==> config.mk <==
export PLATFORM = sky130hd
export DESIGN_NAME = abr_link
export DESIGN_NICKNAME = d
export VERILOG_FILES = /design/src/rtl/abr_pkg.sv /design/src/rtl/abr_sync.sv /design/src/rtl/abr_measure.sv /design/src/rtl/abr_rx.sv /design/src/rtl/abr_tx.sv /design/src/rtl/abr_link.sv
export SDC_FILE = /design/constraint.sdc
export NUM_CORES = 1
export LEC_CHECK = 0
export ABC_AREA = 1
export ABC_CLOCK_PERIOD_IN_PS = 9200
export CORE_MARGIN = 5
export CORE_UTILIZATION = 55
export CTS_BUF_LIST = sky130_fd_sc_hd__clkbuf_8 sky130_fd_sc_hd__clkbuf_16
export CTS_CLUSTER_DIAMETER = 30
export DETAILED_ROUTE_END_ITERATION = 8
export PLACE_DENSITY = 0.75
export SLEW_MARGIN = 20
export SYNTH_ARGS = -nofsm -noshare
export SYNTH_HDL_FRONTEND = slang
export SYNTH_SLANG_ARGS = --single-unit
==> constraint.sdc <==
create_clock -name clk -period 9.2 [get_ports clk]
set_input_delay 1.84 -clock clk [delete_from_list [all_inputs] [get_ports clk]]
set_output_delay 1.84 -clock clk [all_outputs]
set_load 0.01 [all_outputs]
==> src/rtl/abr_pkg.sv <==
package abr_pkg;
  localparam logic [7:0] ACK_CODE = 8'h79;
  localparam int BITS_IN_SPAN = 9;
  localparam int FRAME_LEN = 11;

  typedef enum logic [2:0] {
    M_IDLE, M_START, M_HIGH, M_LOW, M_STOP, M_LOCK
  } meas_st_e;

  typedef enum logic [1:0] {
    R_IDLE, R_START, R_BITS
  } rx_st_e;
endpackage

==> src/rtl/abr_sync.sv <==
module abr_sync #(
  parameter int STAGES = 2
) (
  input  logic clk,
  input  logic rst_n,
  input  logic d_i,
  output logic q_o
);
  logic [STAGES-1:0] chain;
  always_ff @(posedge clk or negedge rst_n) begin
    if (!rst_n) chain <= '1;
    else        chain <= {chain[STAGES-2:0], d_i};
  end
  assign q_o = chain[STAGES-1];
endmodule

==> src/rtl/abr_measure.sv <==
module abr_measure import abr_pkg::*; #(
  parameter int CNT_W   = 16,
  parameter int MIN_DIV = 4
) (
  input  logic             clk,
  input  logic             rst_n,
  input  logic             rx_s,
  output logic             locked_o,
  output logic             lock_pulse_o,
  output logic [CNT_W-1:0] div_o
);
  localparam logic [CNT_W-1:0] CNT_MAX = '1;
  localparam int NUM_W = CNT_W + 4;

  meas_st_e st;
  logic rx_q;
  logic [CNT_W-1:0] cnt, t_fall, div_r, div_c, low2, win_lo, win_hi, stop_len;
  logic [NUM_W-1:0] num;
  logic fit_ok;

  // rounded divide of the nine-bit span
  assign num    = {4'd0, cnt} + NUM_W'(BITS_IN_SPAN / 2);
  assign div_c  = CNT_W'(num / NUM_W'(BITS_IN_SPAN));
  assign low2   = cnt - t_fall;
  assign win_lo = div_c - (div_c >> 1);
  assign win_hi = div_c + (div_c >> 1);
  assign fit_ok = (div_c >= CNT_W'(MIN_DIV)) && (low2 >= win_lo) && (low2 <= win_hi);
  assign stop_len = div_r + (div_r >> 1);

  always_ff @(posedge clk or negedge rst_n) begin
    if (!rst_n) begin
      st <= M_IDLE; rx_q <= 1'b1; cnt <= '0; t_fall <= '0;
      div_r <= '0; lock_pulse_o <= 1'b0;
    end else begin
      rx_q <= rx_s;
      lock_pulse_o <= 1'b0;
      if ((st == M_START || st == M_HIGH || st == M_LOW) && cnt == CNT_MAX) begin
        st <= M_IDLE;
      end else begin
        case (st)
          M_IDLE:  if (rx_q && !rx_s) begin cnt <= CNT_W'(1); st <= M_START; end
          M_START: begin cnt <= cnt + 1'b1; if (rx_s) st <= M_HIGH; end
          M_HIGH:  begin
            cnt <= cnt + 1'b1;
            if (!rx_s) begin t_fall <= cnt; st <= M_LOW; end
          end
          M_LOW: begin
            cnt <= cnt + 1'b1;
            if (rx_s) begin
              if (fit_ok) begin div_r <= div_c; cnt <= '0; st <= M_STOP; end
              else st <= M_IDLE;
            end
          end
          M_STOP: begin
            cnt <= cnt + 1'b1;
            if (!rx_s) st <= M_IDLE;
            else if (cnt >= stop_len) begin st <= M_LOCK; lock_pulse_o <= 1'b1; end
          end
          default: ;
        endcase
      end
    end
  end

  assign locked_o = (st == M_LOCK);
  assign div_o    = locked_o ? div_r : '0;


  lock_sticky_chk: assert property (@(posedge clk) disable iff (!rst_n)
    locked_o |=> locked_o && $stable(div_o));

  div_floor_chk: assert property (@(posedge clk) disable iff (!rst_n)
    locked_o |-> div_o >= CNT_W'(MIN_DIV));
endmodule

==> src/rtl/abr_rx.sv <==
module abr_rx import abr_pkg::*; #(
  parameter int CNT_W = 16
) (
  input  logic             clk,
  input  logic             rst_n,
  input  logic             en_i,
  input  logic             rx_s,
  input  logic [CNT_W-1:0] div_i,
  input  logic             ready_i,
  output logic             valid_o,
  output logic [7:0]       data_o,
  output logic             perr_o
);
  rx_st_e st;
  logic rx_q;
  logic [CNT_W-1:0] cnt;
  logic [3:0] idx;
  logic [9:0] shreg;

  always_ff @(posedge clk or negedge rst_n) begin
    if (!rst_n) begin
      st <= R_IDLE; rx_q <= 1'b1; cnt <= '0; idx <= '0; shreg <= '0;
      valid_o <= 1'b0; data_o <= '0; perr_o <= 1'b0;
    end else begin
      rx_q <= rx_s;
      if (valid_o && ready_i) valid_o <= 1'b0;
      case (st)
        R_IDLE: if (en_i && rx_q && !rx_s) begin cnt <= '0; st <= R_START; end
        R_START: begin
          if (cnt >= (div_i >> 1)) begin
            cnt <= '0; idx <= '0;
            st <= rx_s ? R_IDLE : R_BITS;
          end else cnt <= cnt + 1'b1;
        end
        R_BITS: begin
          if (cnt >= div_i - 1'b1) begin
            cnt   <= '0;
            shreg <= {rx_s, shreg[9:1]};
            idx   <= idx + 1'b1;
            if (idx == 4'd9) begin
              st <= R_IDLE;
              if (rx_s && !valid_o) begin
                valid_o <= 1'b1;
                data_o  <= shreg[8:1];
                perr_o  <= ^shreg[9:1];
              end
            end
          end else cnt <= cnt + 1'b1;
        end
        default: st <= R_IDLE;
      endcase
    end
  end


  hold_stall_chk: assert property (@(posedge clk) disable iff (!rst_n)
    valid_o && !ready_i |=> valid_o && $stable(data_o) && $stable(perr_o));

  offer_locked_chk: assert property (@(posedge clk) disable iff (!rst_n)
    valid_o |-> en_i);
endmodule

==> src/rtl/abr_tx.sv <==
module abr_tx import abr_pkg::*; #(
  parameter int CNT_W = 16
) (
  input  logic             clk,
  input  logic             rst_n,
  input  logic             go_i,
  input  logic [CNT_W-1:0] div_i,
  output logic             tx_o
);
  logic [FRAME_LEN-1:0] sh;
  logic [CNT_W-1:0] cnt;
  logic [3:0] left;

  always_ff @(posedge clk or negedge rst_n) begin
    if (!rst_n) begin
      sh <= '1; cnt <= '0; left <= '0;
    end else if (go_i) begin
      sh <= {1'b1, ^ACK_CODE, ACK_CODE, 1'b0};
      left <= 4'(FRAME_LEN); cnt <= '0;
    end else if (left != 0) begin
      if (cnt >= div_i - 1'b1) begin
        cnt <= '0; sh <= {1'b1, sh[FRAME_LEN-1:1]}; left <= left - 1'b1;
      end else cnt <= cnt + 1'b1;
    end
  end
  assign tx_o = sh[0];
endmodule

==> src/rtl/abr_link.sv <==
module abr_link #(
  parameter int CNT_W   = 16,
  parameter int MIN_DIV = 4
) (
  input  logic             clk,
  input  logic             rst_n,
  input  logic             rx_i,
  output logic             tx_o,
  output logic [CNT_W-1:0] div_o,
  output logic             locked_o,
  output logic             rx_valid_o,
  input  logic             rx_ready_i,
  output logic [7:0]       rx_data_o,
  output logic             rx_perr_o
);
  logic rx_s, lock_pulse;

  abr_sync #(.STAGES(2)) u_sync (.clk(clk), .rst_n(rst_n), .d_i(rx_i), .q_o(rx_s));

  abr_measure #(.CNT_W(CNT_W), .MIN_DIV(MIN_DIV)) u_meas (
    .clk(clk), .rst_n(rst_n), .rx_s(rx_s), .locked_o(locked_o),
    .lock_pulse_o(lock_pulse), .div_o(div_o));

  abr_tx #(.CNT_W(CNT_W)) u_tx (
    .clk(clk), .rst_n(rst_n), .go_i(lock_pulse), .div_i(div_o), .tx_o(tx_o));

  abr_rx #(.CNT_W(CNT_W)) u_rx (
    .clk(clk), .rst_n(rst_n), .en_i(locked_o), .rx_s(rx_s), .div_i(div_o),
    .ready_i(rx_ready_i), .valid_o(rx_valid_o), .data_o(rx_data_o), .perr_o(rx_perr_o));


  tx_quiet_chk: assert property (@(posedge clk) disable iff (!rst_n)
    !locked_o |-> tx_o);
endmodule

==> results.md, run 1 <==
* Status: finished, violations left
* Violated checks: setup timing
* F_max at approximately 0.095 GHz
* Unique masters post-synth at 55
* Synth top area share at 23.6%
* FILL cells at between 1500 and 2000
* Average wire per standard cell at around 15 um
* Yosys reg bits at 123
* Setup CP Type: flop to flop
* Routability Congestion at between 0.9 and 1
* Longest Clk Path Bufs at 2
* I/O pins at 32
* Slowest stage delay, CP at 380 ps
* Layout cells sized above 1 at between 20% and 30%
* Fin worst setup slack at -1280 ps
* Placed cell areas at about 14000 um2
* Crit start category: flop
* Pre-antenna DRT Iters at 5
* Asr flop ratio synth at 100%
* Fin. Hold Viols at 0
* Crit Path Max Fanout at 7
* Buf+Inv Stages, Crit Path at 10
* Leading area contributor after synthesis: dfrtp_1
* Mapped Cells at 1570
* EDFF count, synth at 0
* Syn Area/Cell at around 7.5 um2
* Crit path launch: u_meas.cnt[9]
* PortBufs at 29
* CP top delay family: simple AND/OR/NAND/NOR gates
* Row Count at 53
* Worst path arrival time at about 11000 ps
* First-pass GRT wire length at between 50 and 60 mm
* GR Overflow Total at 0
* Die height at between 150 and 200 um
* H-tree depth at 4
* Final Slew Violations at 0
* Class of the worst hold path: flop to flop
* Crit. End Element: flop
* Commonest cells in the netlist: nand2_1, inv_1, ha_1
* Clk Latency, worst-skew pair at about 430 ps
* Vias in the first global route at about 11000
* Largest net degree at the start of global routing at a little over 80
* Hpwl dp at ~23 mm
* Min Tclk post-route at about 10000 ps
* ANT nets after route at 0
* Cell Area, Synth at 11800 um2
* CTS tree: done
* Worst-path cell with the longest stage delay: dfrtp_1
* Vias/cell at ~5.4
* CORE AREA at 21100 um2
* Clock sink total at approximately 120
* Post-Route WL at between 30 and 40 mm
* Num CTS Buffers at 17
* Hold Startpoint: u_sync.chain[0]
* Clock root buffer: clkbuf_16
* Worst Tran Pin Value at 967 ps
* DRC at 0
* Unrepaired setup endpoints after global routing: true
* Total GRT Usage at 24.8%
* Initial antenna violation count at 0
* Ys flop type: dfrtp_1
* Max-cap viol count at 0
* Design area at between 15000 and 20000 um2
* Critical Path RT at 9500 ps
* 1st-iter DRT viols at 530
* Slew HR at a little over a third
* Initial Util at a little under three fifths
* Seq/Total Area, Yosys at a little over a quarter
* Finish-stage setup viols at 31
* Reg-to-reg critical path startpoint: u_meas.cnt[9]
* Post-synthesis to final-layout area growth at 28.5%
* Ant diodes at 0
* CTS Hold Buffers Added at 0
* Clock transition at path regs at ~70 ps
* Die width at between 150 and 200 um
* Ys Warns at 0
* Largest cells by area after synthesis: dfrtp_1, ha_1, nand2_1, inv_1, xor2_1
* Die Area at around 24000 um2
* Most common cell in the netlist: nand2_1
* Clk_skew at around 16 ps
* Most used cell, CP: nand2_4
* Final #Nets at between 1500 and 2000
* Vias at 11300
* Fin crit share at 114%
-- layout make-up --
cell class                 count  area (um2)  area share [%]
multi-input combinational   1180        8310            54.8
clock buffer                  17         425            2.81
sequential                   123        3100            20.4
inverter                     252         981            6.48
timing repair buffer         226        1830            12.1
tap                          275         344            2.27
clock inverter                15         171            1.13
-- stage by stage --
step           setup slack, ps  TNS [ps]  hold slack (ps)  cells  utilization, %
2_1_floorplan             -271     -6300              345   1571               -
3_3_place_gp              -602    -17570              348   2000            64.5
3_5_place_dp             -1120    -33380              353   2000            64.5
4_1_cts                   -873    -24610              359   2068            69.7
5_1_grt                  -2010    -60300              364   2088            71.8
6_report                 -1280    -37730              357   2088            71.8
-- flip-flops by register name, summed over array words and instances, names as in the netlist --
signal and flops:
u_meas.lock_pulse_o 1, u_rx.cnt 16, u_meas.t_fall 16, u_meas.div_r 14, u_rx.st 2, u_rx.idx 4, u_sync.chain 2, u_tx.sh 9
u_tx.left 4, u_meas.cnt 16, u_meas.st 3, u_rx.perr_o 1, u_rx.shreg 9, u_rx.valid_o 1, u_tx.cnt 16, u_rx.data_o 8
u_rx.rx_q 1
-- worst reg2reg max path, delay by kind of cell (launching register included) --
kind | cells | cell delay (ps)
AND/OR/NAND/NOR | 58 | 6300
AO/OA/AOI/OAI | 11 | 1560
multiplexers | 1 | 110
buffers and inverters | 10 | 1060
adder cells (fa/ha/maj) | 4 | 920
flip-flops | 1 | 380
-- final timing paths --
kind	endpoint	slack (ps)	depth (start not counted)
max	u_meas.cnt[14]	-1280	84
min	u_sync.chain[1]	360	0
max in group asynchronous	u_meas.cnt[11]	6640	2
min reg2reg	u_sync.chain[1]	360	0
max reg2reg	u_meas.cnt[14]	-1280	84
min in group asynchronous	u_meas.t_fall[5]	1410	1
-- layer usage --
metal	vias up	track usage (%)	wire length [um]
met3	73	4.20	1360
met1	5302	31.5	13700
met5	-	0	0
met4	0	10.3	1040
met2	295	41.9	14700
li1	5652	-	-
-- logic make-up (layout without fill, tap and decap cells) --
kind of cell | count (synthesis) | after routing | share of synthesized area [%]
xor+xnor | 109 | 109 | 8.16
compound gates | 286 | 286 | 14.1
fa+ha+maj | 178 | 178 | 19.2
other cells | 1 | 2 | 0.0318
flops | 123 | 123 | 26.2
buf+inv | 268 | 510 | 8.65
mux | 2 | 2 | 0.180
simple gates | 603 | 603 | 23.5
-- placed cells by master (no fill, tap or decap), types with 34 or more instances in the layout --
| cell type | count |
|---|---|
| nand2_1 | 248 |
| o21ai_0 | 78 |
| nand3_1 | 66 |
| dfrtp_1 | 109 |
| nor2_1 | 109 |
| buf_4 | 189 |
| inv_1 | 217 |
| xor2_1 | 84 |
| ha_1 | 170 |
| a21oi_1 | 85 |
| nand2_2 | 47 |
| nand4_1 | 34 |
-- what timing repair did --
action	in CTS	in global routing
endpoints found under the setup margin	31	31
cloned	1	0
setup buffers	35	22
gates resized for setup	47	94
pin swaps	38	32
Power of run 1 is not shown: default switching activity piles up to over one toggle a cycle in this logic, so the estimate is an artifact.
==> run 2: changes to the inputs <==
- CORE_UTILIZATION: 55 -> 41
- PLACE_DENSITY: 0.75 -> 0.65
==> results.md, run 2 (synthesis results as in run 1) <==
* Status: finished, violations left
* Violated checks: setup timing
* Longest Clk Path Bufs at 2
* Commonest non-fill, non-tap cell in the layout: nand2_1
* Fin worst setup slack at -1060 ps
* Average wire per standard cell at ~14 um
* I/O pins at 32
* Most used cell, CP: nand2_2
* Die Area at approximately 32000 um2
* Worst Tran Pin Value at roughly 1100 ps
* Min Tclk post-route at between 10000 and 15000 ps
* CTS tree: done
* Clock root buffer: clkbuf_16
* Ant diodes at 0
* Initial Util at 41.3%
* Hpwl dp at approximately 23 mm
* Clk_skew at around 18 ps
* Reg-to-reg critical path startpoint: u_meas.cnt[2]
* GR Util met2 at 31.2%
* Final #Nets at between 1500 and 2000
* Hold Startpoint: u_sync.chain[0]
* Max-cap viol count at 0
* M1 GR Usage at between 20% and 30%
* Reg-to-reg setup timing slack at -1060 ps
* Pre-CTS setup slack at -1040 ps
* Final Slew Violations at 0
* Crit start category: flop
* Cells on Worst Hold Path at 0
* PortBufs at 29
* Crit Path Max Fanout at 6
* Post-synthesis to final-layout area growth at 30.8%
* Pre-antenna DRT Iters at 5
* Fin. Hold Viols at 0
* Slew HR at between 20% and 30%
* First-pass GRT wire length at 50.1 mm
* Row Count at 62
* Num CTS Buffers at 17
* Largest net degree at the start of global routing at 70
* M3 GR Usage at under 10%
* Slowest stage delay, CP at roughly 430 ps
* H-tree depth at 4
* CTS Hold Buffers Added at 0
* Setup TNS at -31200 ps
* Reg2Reg Depth at 90
* Crit. End Element: flop
* Vias/cell at 4.99
* Setup CP Type: flop to flop
* Most frequent cells in the layout: nand2_1, inv_1, buf_4
* DRC at 0
* R2R Path End: u_meas.div_r[3]
* GR Overflow Total at 0
* Hold EP: u_sync.chain[1]
* Routability Congestion at 0.884
* Vias at ~11000
* Grt peak-use layer: met2
* Layout cells sized above 1 at roughly 24%
* Die height at approximately 180 um
* F_max at around 0.098 GHz
* Vias in the first global route at 10700
* Initial antenna violation count at 0
* Critical Path RT at approximately 9500 ps
* Clock transition at path regs at 60 ps
* Clock sink total at between 100 and 150
* Finish-stage setup viols at 31
* Post-Route WL at 30.1 mm
* Unrepaired setup endpoints after global routing: true
* 1st-iter DRT viols at between 500 and 600
* CORE AREA at between 20000 and 30000 um2
* Fin crit share at 111%
* Class of the worst hold path: flop to flop
* Total GRT Usage at 18.0%
* Min Hold Slack at around 360 ps
* Worst path arrival time at between 10000 and 15000 ps
* ANT nets after route at 0
* Worst-path cell with the longest stage delay: dfrtp_1
* Die width at 180 um
* Clk Latency, worst-skew pair at approximately 430 ps
[run 2: cell types whose count changed in the layout (fill, tap and decap cells not counted), sizes merged]
| cell | delta |
|---|---|
| buf | +1 |
| clkinv | +3 |
| clkinvlp | +1 |
| inv | -3 |
| nand2 | +1 |
| clkbuf | +1 |
[run 2: metrics by stage]
| stage | cell area, um2 | utilization (%) | std cells |
|---|---|---|---|
| floorplan | 12000 | - | 1571 |
| global placement | 13800 | 48.2 | 2114 |
| detailed placement | 13800 | 48.2 | 2114 |
| CTS | 14900 | 52.0 | 2180 |
| global route | 15400 | 54.0 | 2201 |
| finish | 15400 | 54.0 | 2201 |
[run 2: worst max-delay path: cells and delay by family (launching register included)]
kind	cells	cell delay [ps]
adders and majority gates	5	1110
xor gates and xnor gates	2	330
AOI/OAI and AO/OA	8	1120
DFF	1	430
and+or+nand+nor	60	5680
buffers and inverters	15	1440
[run 2: routing by layer]
metal | share of wire (%) | routed length [um] | vias up
li1 | - | - | 5669
met1 | 47 | 14300 | 5110
met2 | 48 | 14500 | 159
met3 | 2.5 | 743 | 48
met4 | 2.0 | 607 | 0
met5 | 0 | 0 | -
[run 2: worst max path at each step]
stage	startpoint	end	slack, ps	cells past startpoint
global route	u_meas.cnt[2]	u_meas.cnt[1]	-1850	95
global placement	u_meas.cnt[5]	u_meas.cnt[15]	-780	87
detailed placement	u_meas.cnt[3]	u_meas.cnt[2]	-1040	89
finish	u_meas.cnt[2]	u_meas.div_r[3]	-1060	90
floorplan	u_meas.cnt[3]	u_meas.cnt[10]	-270	93
CTS	u_meas.cnt[2]	u_meas.div_r[1]	-710	91
[run 2: layout make-up]
type / instances / area [um2]
fill: 2660 / 13100
multi-input combinational: 1181 / 8390
sequential: 123 / 3090
timing repair buffer: 228 / 1860
inverter: 252 / 981
tap: 384 / 480
clock buffer: 17 / 425
clock inverter: 15 / 175
timing repair inverter: 1 / 8.76
[run 2: what timing repair did]
item                                    CTS  global route
gates resized for setup                  62            79
setup buffers                            33            18
endpoints found under the setup margin   31            31
cloned                                    1             3
pin swaps                                13            48
Power of run 2 is left out for the same reason.
